$ cat config.mk
export PLATFORM = sky130hd
export DESIGN_NAME = pulse_len_decoder
export DESIGN_NICKNAME = d
export VERILOG_FILES = /design/src/rtl/pldec_pkg.sv /design/src/rtl/pldec_datapath.sv /design/src/rtl/pldec_control.sv /design/src/rtl/pulse_len_decoder.sv
export SDC_FILE = /design/constraint.sdc
export NUM_CORES = 1
export LEC_CHECK = 0
export CORE_MARGIN = 2
export CORE_UTILIZATION = 55
export CTS_CLUSTER_DIAMETER = 200
export DETAILED_ROUTE_END_ITERATION = 16
export DONT_BUFFER_PORTS = 1
export GPL_TIMING_DRIVEN = 0
export PLACE_DENSITY_LB_ADDON = 0.3
export SYNTH_ARGS = -nofsm -noshare
export SYNTH_HDL_FRONTEND = slang
export SYNTH_HIERARCHICAL = 1
export SYNTH_SLANG_ARGS = --single-unit
export TNS_END_PERCENT = 5
$ cat constraint.sdc
create_clock -name clk -period 3.7 [get_ports clk]
set_clock_uncertainty 0.2 [all_clocks]
set_input_delay 1.11 -clock clk [delete_from_list [all_inputs] [get_ports clk]]
set_output_delay 1.11 -clock clk [all_outputs]
set_load 0.02 [all_outputs]
$ cat src/rtl/pldec_pkg.sv
package pldec_pkg;

  // Observations the datapath hands to the control each cycle
  typedef struct packed {
    logic rise;      // field turned on this cycle
    logic fall;      // field turned off this cycle
    logic level;     // level of the run being measured
    logic inZero;    // finished run length lies in the zero window
    logic inOne;     // finished run length lies in the one window
    logic gapOk;     // finished run length lies in the gap window
    logic hitEof;    // on-run just reached the end-of-frame length
    logic hitReset;  // off-run just reached the reset length
  } dpObs_t;

  // Strobes the control sends to the datapath
  typedef struct packed {
    logic clrBits;   // start a new frame's bit count
    logic incBits;   // one more bit decoded
    logic snapBits;  // capture the count for the frame-end strobe
  } ctlCmd_t;

  typedef enum logic [1:0] {
    ST_IDLE,   // waiting for the first falling edge of a frame
    ST_GAP,    // inside an off gap of a frame
    ST_MARK,   // inside an on interval of a frame
    ST_HOLD    // after an error, waiting for a long on interval
  } rxState_t;

endpackage

$ cat src/rtl/pldec_datapath.sv
module pldec_datapath
  import pldec_pkg::*;
#(
  parameter int CLKS_PER_UNIT = 400,
  parameter int ZERO_MIN      = 14,
  parameter int ZERO_MAX      = 22,
  parameter int ONE_MIN       = 26,
  parameter int ONE_MAX       = 32,
  parameter int EOF_MIN       = 38,
  parameter int GAP_MIN       = 4,
  parameter int GAP_MAX       = 10,
  parameter int RESET_UNITS   = 4375,
  parameter int MAX_BITS      = 255,
  localparam int BW           = $clog2(MAX_BITS + 1)
) (
  input  logic          clk,
  input  logic          rstN,
  input  logic          fieldOn,
  input  ctlCmd_t       cmd,
  output dpObs_t        obs,
  output logic [BW-1:0] frameBits
);

  // The run counter must be able to pass the largest threshold it is compared with
  localparam int TOP_LEN = (RESET_UNITS > EOF_MIN) ? RESET_UNITS : EOF_MIN;
  localparam int CW      = $clog2(TOP_LEN + 2);
  localparam logic [CW-1:0] RUN_MAX = {CW{1'b1}};
  localparam logic [BW-1:0] BIT_MAX = BW'(MAX_BITS);

  logic          levelQ;
  logic [CW-1:0] runQ;
  logic          stepQ;
  logic [BW-1:0] bitCntQ;
  logic [BW-1:0] frameBitsQ;

  logic          edgeNow;
  logic          unitDone;
  logic [CW-1:0] baseRun;
  logic          runSat;

  assign edgeNow = fieldOn ^ levelQ;
  assign baseRun = edgeNow ? '0 : runQ;
  assign runSat  = (baseRun == RUN_MAX);

  // Unit prescaler, restarted at every field edge so each run is counted exactly
  generate
    if (CLKS_PER_UNIT == 1) begin : g_noPrescale
      assign unitDone = 1'b1;
    end else begin : g_prescale
      localparam int PW = $clog2(CLKS_PER_UNIT);
      logic [PW-1:0] preQ;
      logic [PW-1:0] basePre;
      assign basePre  = edgeNow ? '0 : preQ;
      assign unitDone = (basePre == PW'(CLKS_PER_UNIT - 1));
      always_ff @(posedge clk) begin
        if (!rstN)         preQ <= '0;
        else if (unitDone) preQ <= '0;
        else               preQ <= basePre + 1'b1;
      end
    end
  endgenerate

  // Run-length counter shared by off gaps and on intervals; saturates
  always_ff @(posedge clk) begin
    if (!rstN) begin
      levelQ <= 1'b0;
      runQ   <= '0;
      stepQ  <= 1'b0;
    end else begin
      levelQ <= fieldOn;
      stepQ  <= unitDone & ~runSat;
      if (unitDone && !runSat) runQ <= baseRun + 1'b1;
      else                     runQ <= baseRun;
    end
  end

  // Bit counter of the current frame and the captured frame length
  always_ff @(posedge clk) begin
    if (!rstN) begin
      bitCntQ    <= '0;
      frameBitsQ <= '0;
    end else begin
      if (cmd.snapBits) frameBitsQ <= bitCntQ;
      if (cmd.clrBits)                             bitCntQ <= '0;
      else if (cmd.incBits && bitCntQ != BIT_MAX)  bitCntQ <= bitCntQ + 1'b1;
    end
  end

  assign frameBits = frameBitsQ;

  always_comb begin
    obs          = '0;
    obs.rise     = fieldOn & ~levelQ;
    obs.fall     = ~fieldOn & levelQ;
    obs.level    = levelQ;
    obs.inZero   = (runQ >= CW'(ZERO_MIN)) && (runQ <= CW'(ZERO_MAX));
    obs.inOne    = (runQ >= CW'(ONE_MIN))  && (runQ <= CW'(ONE_MAX));
    obs.gapOk    = (runQ >= CW'(GAP_MIN))  && (runQ <= CW'(GAP_MAX));
    obs.hitEof   = stepQ & levelQ  & (runQ == CW'(EOF_MIN));
    obs.hitReset = stepQ & ~levelQ & (runQ == CW'(RESET_UNITS));
  end

  // within a run the measured length never goes down
  assert_run_monotonic_R8: assert property (@(posedge clk) disable iff (!rstN)
    !edgeNow |=> (runQ >= $past(runQ)));

  // a saturated run stays saturated until the next edge (no wrap)
  assert_no_overflow_R7: assert property (@(posedge clk) disable iff (!rstN)
    (runQ == RUN_MAX && !edgeNow) |=> (runQ == RUN_MAX));

  // a frame start leaves the bit count at zero
  assert_count_cleared_R11: assert property (@(posedge clk) disable iff (!rstN)
    cmd.clrBits |=> (bitCntQ == '0));

endmodule

$ cat src/rtl/pldec_control.sv
module pldec_control
  import pldec_pkg::*;
(
  input  logic    clk,
  input  logic    rstN,
  input  dpObs_t  obs,
  output ctlCmd_t cmd,
  output logic    bitValid,
  output logic    bitValue,
  output logic    frameEnd,
  output logic    protoErr,
  output logic    rxReset
);

  rxState_t stateQ, stateD;
  logic bitValidD, bitValueD, frameEndD, protoErrD, rxResetD;
  logic bitValidQ, bitValueQ, frameEndQ, protoErrQ, rxResetQ;

  always_comb begin
    stateD    = stateQ;
    cmd       = '0;
    bitValidD = 1'b0;
    bitValueD = 1'b0;
    frameEndD = 1'b0;
    protoErrD = 1'b0;
    rxResetD  = 1'b0;
    if (obs.hitReset) begin
      // A long field-off period overrides any frame in progress
      rxResetD = 1'b1;
      stateD   = ST_IDLE;
    end else begin
      unique case (stateQ)
        ST_IDLE: begin
          if (obs.fall) begin
            stateD      = ST_GAP;
            cmd.clrBits = 1'b1;
          end
        end
        ST_GAP: begin
          if (obs.rise) begin
            if (obs.gapOk) begin
              stateD = ST_MARK;
            end else begin
              protoErrD = 1'b1;
              stateD    = ST_HOLD;
            end
          end
        end
        ST_MARK: begin
          if (obs.hitEof) begin
            frameEndD    = 1'b1;
            cmd.snapBits = 1'b1;
            if (obs.fall) begin
              stateD      = ST_GAP;
              cmd.clrBits = 1'b1;
            end else begin
              stateD = ST_IDLE;
            end
          end else if (obs.fall) begin
            if (obs.inZero || obs.inOne) begin
              bitValidD   = 1'b1;
              bitValueD   = obs.inOne;
              cmd.incBits = 1'b1;
              stateD      = ST_GAP;
            end else begin
              protoErrD = 1'b1;
              stateD    = ST_HOLD;
            end
          end
        end
        ST_HOLD: begin
          if (obs.hitEof) begin
            if (obs.fall) begin
              stateD      = ST_GAP;
              cmd.clrBits = 1'b1;
            end else begin
              stateD = ST_IDLE;
            end
          end
        end
        default: stateD = ST_IDLE;
      endcase
    end
  end

  always_ff @(posedge clk) begin
    if (!rstN) begin
      stateQ    <= ST_IDLE;
      bitValidQ <= 1'b0;
      bitValueQ <= 1'b0;
      frameEndQ <= 1'b0;
      protoErrQ <= 1'b0;
      rxResetQ  <= 1'b0;
    end else begin
      stateQ    <= stateD;
      bitValidQ <= bitValidD;
      bitValueQ <= bitValueD;
      frameEndQ <= frameEndD;
      protoErrQ <= protoErrD;
      rxResetQ  <= rxResetD;
    end
  end

  assign bitValid = bitValidQ;
  assign bitValue = bitValueQ;
  assign frameEnd = frameEndQ;
  assign protoErr = protoErrQ;
  assign rxReset  = rxResetQ;

  // at most one event strobe per cycle
  assert_strobes_exclusive_R10: assert property (@(posedge clk) disable iff (!rstN)
    $onehot0({bitValidQ, frameEndQ, protoErrQ, rxResetQ}));

  // the reset strobe lasts one cycle
  assert_reset_single_R7: assert property (@(posedge clk) disable iff (!rstN)
    rxResetQ |=> !rxResetQ);

  // a bit is only decided on a falling edge of the field
  assert_bit_on_fall_R1: assert property (@(posedge clk) disable iff (!rstN)
    bitValidQ |-> $past(obs.fall));

  // end of frame is decided while the field is still on
  assert_eof_while_on_R3: assert property (@(posedge clk) disable iff (!rstN)
    frameEndQ |-> $past(obs.level));

  // nothing is decoded while waiting after an error
  assert_hold_quiet_R6: assert property (@(posedge clk) disable iff (!rstN)
    (stateQ == ST_HOLD) |=> (!bitValidQ && !frameEndQ));

endmodule

$ cat src/rtl/pulse_len_decoder.sv
module pulse_len_decoder
  import pldec_pkg::*;
#(
  parameter int CLKS_PER_UNIT = 400,
  parameter int ZERO_MIN      = 14,
  parameter int ZERO_MAX      = 22,
  parameter int ONE_MIN       = 26,
  parameter int ONE_MAX       = 32,
  parameter int EOF_MIN       = 38,
  parameter int GAP_MIN       = 4,
  parameter int GAP_MAX       = 10,
  parameter int RESET_UNITS   = 4375,
  parameter int MAX_BITS      = 255
) (
  input  logic                          clk,
  input  logic                          rstN,
  input  logic                          fieldOn,
  output logic                          bitValid,
  output logic                          bitValue,
  output logic                          frameEnd,
  output logic [$clog2(MAX_BITS+1)-1:0] frameBits,
  output logic                          protoErr,
  output logic                          rxReset
);

  dpObs_t  obs;
  ctlCmd_t cmd;

  pldec_datapath #(
    .CLKS_PER_UNIT(CLKS_PER_UNIT), .ZERO_MIN(ZERO_MIN), .ZERO_MAX(ZERO_MAX),
    .ONE_MIN(ONE_MIN), .ONE_MAX(ONE_MAX), .EOF_MIN(EOF_MIN),
    .GAP_MIN(GAP_MIN), .GAP_MAX(GAP_MAX), .RESET_UNITS(RESET_UNITS),
    .MAX_BITS(MAX_BITS)
  ) i_datapath (
    .clk(clk), .rstN(rstN), .fieldOn(fieldOn),
    .cmd(cmd), .obs(obs), .frameBits(frameBits)
  );

  pldec_control i_control (
    .clk(clk), .rstN(rstN), .obs(obs), .cmd(cmd),
    .bitValid(bitValid), .bitValue(bitValue), .frameEnd(frameEnd),
    .protoErr(protoErr), .rxReset(rxReset)
  );

endmodule

==> results of run 1 <==
-- power groups by stage --
stage,clock (mW),sequential [mW],combinational [mW]
floorplan,0,0.538,0.117
global placement,0,0.541,0.141
detailed placement,0,0.542,0.145
CTS,0.393,0.530,0.144
global route,0.414,0.532,0.168
finish,0.384,0.530,0.147
-- state kept, by name, summed over array words and instances, names as in the netlist --
| register | count |
|---|---|
| i_control/bitValid | 1 |
| i_control/bitValue | 1 |
| i_control/frameEnd | 1 |
| i_control/protoErr | 1 |
| i_control/rxReset | 1 |
| i_control/stateQ | 2 |
| i_datapath/bitCntQ | 8 |
| i_datapath/frameBits | 8 |
| i_datapath/g_prescale.preQ | 9 |
| i_datapath/levelQ | 1 |
| i_datapath/runQ | 13 |
| i_datapath/stepQ | 1 |
-- worst paths after layout --
check,from,end,slack (ns),depth (start not counted)
setup reg to reg,i_datapath/runQ[10],i_datapath/bitCntQ[5],0.24,10
hold / removal,i_datapath/runQ[11],i_datapath/runQ[11],0.32,2
hold reg to reg,i_datapath/runQ[11],i_datapath/runQ[11],0.32,2
setup / recovery,fieldOn,i_datapath/runQ[7],0.17,11
-- what timing repair did --
item	4_1_cts	5_1_grt
setup buffers	3	0
endpoints found under the setup margin	9	6
resized for setup	5	4
pin swaps	1	0
-- per-layer routing --
metal	GRT usage, %	wire length (µm)	up-vias
met3	5.13	298	4
met4	6.50	40	0
met1	27.9	2430	1047
li1	-	-	1080
met2	35.5	2450	69
met5	0	0	-
-- worst reg2reg max path, cell delays in order (launching register included) --
cell      delay (ns)
dfxtp_1         0.35
or3_1           0.39
or3_1           0.37
or4_4           0.46
o32ai_2         0.35
nor2_1          0.10
nor3_2          0.39
nand4_1         0.21
a311oi_1        0.34
xnor2_1         0.16
nor2_1          0.05
-- final cells by class --
class / instances / area share (%)
multi-input combinational: 220 / 53.3
tap: 52 / 2.39
timing repair buffer: 3 / 0.827
buffer: 15 / 3.17
clock inverter: 3 / 1.70
sequential: 47 / 34.5
inverter: 11 / 1.52
clock buffer: 5 / 2.53
-- cell usage in the layout, fill, tap and decap left out, types with 7 or more instances in the layout --
| cell | instances |
|---|---|
| ha_1 | 11 |
| dfxtp_1 | 47 |
| nor2_1 | 27 |
| nand4_1 | 13 |
| nand3_1 | 23 |
| a21oi_1 | 14 |
| inv_1 | 10 |
| and2_1 | 7 |
| mux2i_1 | 16 |
| nor3_1 | 8 |
| nand2_1 | 28 |
==> impl_metrics.toml, run 1 <==
[cts]
cts_inserted_buffers = 5
clkLatencyLatePin_ns = 0.30
cts-htree-levels = 2
cts_root_buf = "clkbuf_8"
cts.sinks = 47
ctsHoldBuffers = 0
tritoncts = "yes"
clk_pin_slew_ns = 0.09
cts_buffer_depth = 2

[sta]
setup_tns_ns = 0
layout_setup_ws_ns = 0.166
hold_viol = 0
slew_violations = 0
clock.fmax_mhz = 283
hold_ws_ns = 0.322
fin_crit_ns = 3.53
setup_viol = 0
slew_headroom_pct = 57.4
post-route-period-util_pct = 95.5
worst_pin_slew_ns = 0.634

[synth]
yosys_warnings = 6
synthesis.nets = 308
synth_area_mm2 = 0.00248
synthCells = 294
synth_area_per_cell_um2 = 8.44

[power_and_ir_drop]
internal_power_uw = 779
p_leak_nw = 0.986
finalPower_mw = 1.06
comb_power_share_pct = 13.9
p_per_area_mw_per_mm2 = 390
sw_frac_of_total_pct = 26.6
p_clk_share_pct = 36.2
seqPwrFrac_pct = 49.9
switchingPower_uw = 282
vdd_drop_max_v = 0.000171

[final_layout]
drive_gt1_share_pct = 9.54
syn2layout_area_growth_pct = 9.78
fin_cells = 356
multiInputGateArea_mm2 = 0.00145
diodes = 0
nets = 317
register_area_um2 = 941
fillers = 371
fin_util_pct = 62.6
final_area_mm2 = 0.00272

[setup_path]
critPathBufInv = 4
critPathCaptureType = "register"
crit_path_max_fanout = 19
slowest_stage = "or4_4"
critPathMaxStageDelay_ns = 0.60
crit_family = "simple AND/OR/NAND/NOR gates"
path_class = "input port to register"
path_cells = "inv_1 -> ha_1 -> buf_4 -> buf_8 -> and2_1 -> ha_1 -> and4_1 -> clkbuf_2 -> nand4_1 -> or4_4 -> mux2i_1"
critPathLaunchType = "input port"
crit_path_frequent_cell = "ha_1"
critPathArrivalTime_ns = 3.52
cp.required_ns = 3.69

[run]
drv_cap = 0

[floorplan]
start_util_pct = 57.0
coreArea_mm2 = 0.00435
num_io_pins = 16
die_x_um = 71.2
num_rows = 24
die_h_um = 71.2
die-area_mm2 = 0.00506

[place]
numPortBuffers = 0
dpl.hpwl_mm = 3.79
dpl.cell_count = 346
place_ws_ns = -0.502
finalWeightedCongestion = 0.952
place_area_mm2 = 0.00256

[drt]
drtIter0Drc = 87
drcViolationCount = 0
wire_per_inst_um = 14.7
wirelength_mm = 5.22
drt_pass1_iterations = 4
vias = 2200
avgViaCountPerCell = 6.18
ant_nets = 0

[global_route]
overflow = 0
antenna_found_initial = 0
grt_max_degree = 20
grt_pass1_wl_mm = 8.88
grt_pass1_vias = 2030
track_usage_pct = 21.5

[min_path]
holdCritPathClass = "register to register"

[run_status]
status = "finished, final reports clean"
Power figures use the tool's default switching activity.
==> run 2: changes to the inputs <==
--- a/config.mk
+++ b/config.mk
@@ -6,12 +6,11 @@
 export NUM_CORES = 1
 export LEC_CHECK = 0
 export CORE_MARGIN = 2
-export CORE_UTILIZATION = 55
-export CTS_CLUSTER_DIAMETER = 200
+export CORE_UTILIZATION = 30
+export CTS_CLUSTER_DIAMETER = 150
 export DETAILED_ROUTE_END_ITERATION = 16
 export DONT_BUFFER_PORTS = 1
 export GPL_TIMING_DRIVEN = 0
-export PLACE_DENSITY_LB_ADDON = 0.3
 export SYNTH_ARGS = -nofsm -noshare
 export SYNTH_HDL_FRONTEND = slang
 export SYNTH_HIERARCHICAL = 1
==> run 2 against run 1 <==
Against the previous run:
- clock-buffer cell count stayed put
- clock power is 1% lower
- combinational power is 7% higher
- register-to-register slack better by 0.06 ns
- critical endpoint unchanged
- worst setup slack worse by 0.051 ns
- sequential share of layout area is 0.91 points lower
- flip-flop and latch count stayed put
- global-route usage is 8.8 points lower
==> impl_metrics.toml, run 2 (synthesized netlist as in run 1, its figures left out) <==
[final_layout]
mostFrequentLayoutCells = "dfxtp_1, nand2_1, nor2_1"
fin_util_pct = 34.4
syn2layout_area_growth_pct = 12.8
diodes = 0
final_area_mm2 = 0.00280
top_regs = "i_datapath/runQ (13), i_datapath/g_prescale.preQ (9)"
layout_commonest_cell = "dfxtp_1"
fillers = 816
largest_register = "i_datapath/runQ"
drive_gt1_share_pct = 9.87
largest_register_ffs = 13
nets = 317

[min_path]
hp-start = "i_datapath/bitCntQ[6]"
whs_path_depth = 2
hold_end = "i_datapath/bitCntQ[6]"
holdCritPathClass = "register to register"

[cts]
cts_inserted_buffers = 5
cts-htree-levels = 2
clk_pin_slew_ns = 0.09
cts_buffer_depth = 2
cts_root_buf = "clkbuf_8"
clkLatencyLatePin_ns = 0.30
tritoncts = "yes"
cts.sinks = 47

[global_route]
overflow = 0
antenna_found_initial = 0
grt_pass1_wl_mm = 9.16
grt_pass1_vias = 2016
grt_max_degree = 16
track_usage_pct = 12.8

[sta]
worst_pin_slew_ns = 0.869
fin_crit_ns = 3.58
post-route-period-util_pct = 96.9
setup_viol = 0
hold_ws_ns = 0.324
slew_violations = 0
hold_viol = 0
slew_headroom_pct = 41.6
clock.fmax_mhz = 279
setup_tns_ns = 0

[drt]
wire_per_inst_um = 13.5
avgViaCountPerCell = 5.21
wl_met3_um = 267
drtIter0Drc = 179
dr.max_layer_used = "met4"
drt_pass1_iterations = 4
vias = 2131
wl_met1_mm = 2.62
drcViolationCount = 0
routed-wl-met2_mm = 2.57
ant_nets = 0
wirelength_mm = 5.52

[setup_path]
reg2reg_to = "i_datapath/bitCntQ[5]"
crit_path_max_fanout = 10
critPathLaunchType = "input port"
critPathMaxStageDelay_ns = 0.62
r2r_cells = 10
crit_path_frequent_cell = "buf_6"
critPathCaptureType = "register"
reg2reg_from = "i_datapath/runQ[10]"
cp.required_ns = 3.69
path_cells = "inv_1 -> ha_4 -> buf_4 -> buf_6 -> buf_6 -> and2_1 -> ha_1 -> and4_1 -> clkbuf_2 -> nand4_1 -> or4_4 -> mux2i_1"
slowest_stage = "or4_4"
reg2reg_slack_ns = 0.30
path_class = "input port to register"
critPathArrivalTime_ns = 3.57

[power_and_ir_drop]
vdd_drop_max_v = 0.000153
p_per_area_mw_per_mm2 = 381
finalPower_mw = 1.07
p_leak_nw = 0.987

[run_status]
status = "finished, final reports clean"

[floorplan]
coreArea_mm2 = 0.00813
num_rows = 33
die-area_mm2 = 0.00901
start_util_pct = 30.5
die_x_um = 94.9
die_h_um = 94.9
num_io_pins = 16

[place]
dpl.hpwl_mm = 3.96
place_area_mm2 = 0.00263
finalWeightedCongestion = 0.878
numPortBuffers = 0

[run]
drv_cap = 0
## run 2: cell count changes in the layout (fill, tap and decap cells not counted), sizes merged
cell	previous run	this run
buf	10	9
clkbuf	13	14
clkinv	1	3
clkinvlp	1	0
inv	11	10
## run 2: layout make-up
cell class | instances | area (µm²) | share of cell area (%)
Buffer | 16 | 93.8 | 3.35
Clock buffer | 5 | 68.8 | 2.46
Clock inverter | 3 | 43.8 | 1.57
Inverter | 11 | 41.3 | 1.48
Multi-Input combinational cell | 220 | 1460 | 52.3
Sequential cell | 47 | 941 | 33.6
Tap cell | 105 | 131 | 4.70
Timing Repair Buffer | 2 | 15.0 | 0.537
## run 2: report_power, final
| group | leakage (nW) | total, mW | internal [mW] | switching (mW) |
|---|---|---|---|---|
| sequential | 0.379 | 0.530 | 0.516 | 0.0136 |
| combinational | 0.549 | 0.158 | 0.0647 | 0.0937 |
| clock | 0.0581 | 0.379 | 0.201 | 0.178 |
| total | 0.987 | 1.07 | 0.782 | 0.285 |
## run 2: worst max-delay path: cells and delay by family
| kind | cells | cell delay [ns] |
|---|---|---|
| adder cells (fa/ha/maj) | 2 | 0.47 |
| buffers and inverters | 5 | 0.69 |
| multiplexers | 1 | 0.13 |
| AND/OR/NAND/NOR | 4 | 1.17 |
## run 2: per-layer routing
metal,global-route usage [%],vias up
li1,-,1077
met1,15.8,993
met2,21.7,55
met3,3.51,6
met4,3.38,0
met5,0,-
## run 2: how the worst max path moves through the flow
stage	startpoint	depth (start not counted)	slack (ns)	end
floorplan	fieldOn	12	0.01	i_datapath/runQ[7]
global placement	fieldOn	13	-0.52	i_datapath/runQ[6]
detailed placement	fieldOn	13	-0.50	i_datapath/runQ[6]
CTS	fieldOn	12	0.03	i_datapath/runQ[7]
global route	fieldOn	9	-0.01	i_datapath/runQ[7]
finish	fieldOn	12	0.12	i_datapath/runQ[7]
## run 2: per-stage QoR
step	setup slack, ns	std cells
after floorplan	0.0123	294
after global placement	-0.520	399
after detailed placement	-0.498	399
after CTS	0.0299	407
after global routing	-0.0129	409
final	0.116	409
## run 2: repair_timing
action | 4_1_cts | 5_1_grt
setup buffers | 0 | 1
gates resized for setup | 6 | 5
gates cloned | 0 | 1
hold buffers | 0 | 0
endpoints found under the hold margin | 0 | 0
pin swaps | 1 | 0
setup endpoints to repair | 9 | 6
==> run 3: changes to the inputs <==
--- a/config.mk
+++ b/config.mk
@@ -6,7 +6,7 @@
 export NUM_CORES = 1
 export LEC_CHECK = 0
 export CORE_MARGIN = 2
-export CORE_UTILIZATION = 30
+export CORE_UTILIZATION = 37
 export CTS_CLUSTER_DIAMETER = 150
 export DETAILED_ROUTE_END_ITERATION = 16
 export DONT_BUFFER_PORTS = 1
==> run 3 against run 2 <==
Against the previous run:
- the run now ends with design-rule violations left
- non-clock buffer count rose by 2
- wire length fell by 4.5%
- first-iteration DRC count fell by 37%
- fmax rose by 0.84%
- sequential share of layout area rose by 0.11 points
- via count fell by 0.42%
- critical path depth rose by 1
- largest cell class unchanged
==> impl_metrics.toml, run 3 (synthesized netlist as in run 1, its figures left out) <==
[setup_path]
critPathLaunchType = "input port"
reg2reg_from = "i_datapath/runQ[10]"
crit_family = "simple AND/OR/NAND/NOR gates"
path_cells = "inv_1 -> ha_4 -> buf_6 -> clkbuf_8 -> buf_6 -> and2_1 -> ha_2 -> and4_1 -> buf_2 -> nand4_1 -> buf_4 -> or4_1 -> a21oi_1"
crit_path_max_fanout = 10
critPathMaxStageDelay_ns = 0.49
cp.required_ns = 3.74
crit_end = "i_datapath/runQ[4]"
path_class = "input port to register"
critPathArrivalTime_ns = 3.60
critPathBufInv = 6
reg2reg_slack_ns = 0.22
cp.depth = 13
critPathLaunch = "fieldOn"
slowest_stage = "or4_1"
critPathCaptureType = "register"
r2r_cells = 10
crit_path_frequent_cell = "buf_6"
reg2reg_to = "i_datapath/bitCntQ[5]"

[final_layout]
layout_commonest_cell = "dfxtp_1"
top_regs = "i_datapath/runQ (13), i_datapath/g_prescale.preQ (9)"
fin_util_pct = 43.4
mostFrequentLayoutCells = "dfxtp_1, nand2_1, nor2_1"
syn2layout_area_growth_pct = 12.4
fin_cells = 383
largest_register = "i_datapath/runQ"
largest_register_ffs = 13
final_area_mm2 = 0.00279
drive_gt1_share_pct = 10.8
nets = 319
diodes = 0

[sta]
worst_pin_slew_ns = 0.828
setup_viol = 0
slew_violations = 0
fin_crit_ns = 3.55
setup_tns_ns = 0
slew_headroom_pct = 44.4
clock.fmax_mhz = 281
layout_setup_ws_ns = 0.146
rsz0062_at_grt = "no"
hold_viol = 0
post-route-period-util_pct = 96.1

[drt]
wire_per_inst_um = 13.8
drtIter0Drc = 112
drcViolationCount = 2
vias = 2122
drt_pass1_iterations = 12
avgViaCountPerCell = 5.54
wirelength_mm = 5.27
ant_nets = 0

[global_route]
grt_pass1_wl_mm = 9.28
grt_max_degree = 16
antenna_found_initial = 0
overflow = 0
grt_pass1_vias = 1983
track_usage_pct = 15.8

[place]
numPortBuffers = 0
place_area_mm2 = 0.00259
place_ws_ns = -0.517
dpl.cell_count = 371
finalWeightedCongestion = 0.849
dpl.hpwl_mm = 3.81

[cts]
tritoncts = "yes"
cts_root_buf = "clkbuf_8"
cts_inserted_buffers = 5
clk_pin_slew_ns = 0.09
ctsHoldBuffers = 0
cts_buffer_depth = 2
cts.sinks = 47
cts-htree-levels = 2
clkLatencyLatePin_ns = 0.30

[floorplan]
die-area_mm2 = 0.00738
coreArea_mm2 = 0.00642
die_x_um = 85.9
num_rows = 29
die_h_um = 85.9
num_io_pins = 16
start_util_pct = 38.6

[power_and_ir_drop]
p_per_area_mw_per_mm2 = 390
p_leak_nw = 0.985
vdd_drop_max_v = 0.000145

[min_path]
holdCritPathClass = "register to register"
hp-start = "i_datapath/bitCntQ[6]"

[run_status]
status = "complete, but fails checks"
violations = "design-rule violations"

[run]
drv_cap = 0
[run 3: area by class of cell]
| class | count | area [µm²] |
|---|---|---|
| fillers | 638 | 3630 |
| multi-input cells | 220 | 1460 |
| flip-flops and latches | 47 | 941 |
| plain buffers | 16 | 100 |
| well taps | 77 | 96.3 |
| clock buffers | 6 | 82.6 |
| inverters | 11 | 41.3 |
| clock inverters | 2 | 38.8 |
| repair buffers | 4 | 30.0 |
[run 3: tightest hold or removal path: cells and delay by family (launching register included)]
| kind | cells | cell delay [ns] |
|---|---|---|
| compound gates | 2 | 0.13 |
| flops | 1 | 0.35 |
[run 3: routing by layer]
| metal | vias up | wire [µm] | GRT usage (%) |
|---|---|---|---|
| met5 | - | 0 | 0 |
| met4 | 0 | 66 | 6.64 |
| met3 | 4 | 276 | 3.08 |
| met2 | 58 | 2320 | 24.5 |
| met1 | 978 | 2610 | 21.3 |
| li1 | 1082 | - | - |
[run 3: power breakdown]
group	total, mW	internal [mW]	switching, mW
clock network	0.405	0.222	0.182
registers	0.530	0.516	0.0138
logic	0.153	0.0646	0.0889
total	1.09	0.803	0.285
[run 3: metrics by stage]
step	hold WS [ns]	total power, mW
after floorplan	0.271	0.655
after global placement	0.302	0.686
after detailed placement	0.306	0.689
after CTS	0.320	1.10
after global routing	0.354	1.15
final	0.319	1.09
[run 3: how the worst min path moves through the flow]
stage                       endpoint  slack, ns  cells past startpoint
2_1_floorplan    i_datapath/runQ[12]       0.27                      2
3_3_place_gp   i_datapath/bitCntQ[6]       0.30                      2
3_5_place_dp   i_datapath/bitCntQ[6]       0.31                      2
4_1_cts          i_control/stateQ[1]       0.32                      2
5_1_grt        i_datapath/bitCntQ[6]       0.35                      2
6_report       i_datapath/bitCntQ[6]       0.32                      2
[run 3: what timing repair did]
item	4_1_cts	5_1_grt
cloned	0	0
endpoints found under the setup margin	9	12
pin swaps	1	0
buffers inserted	3	1
gates resized for setup	7	6
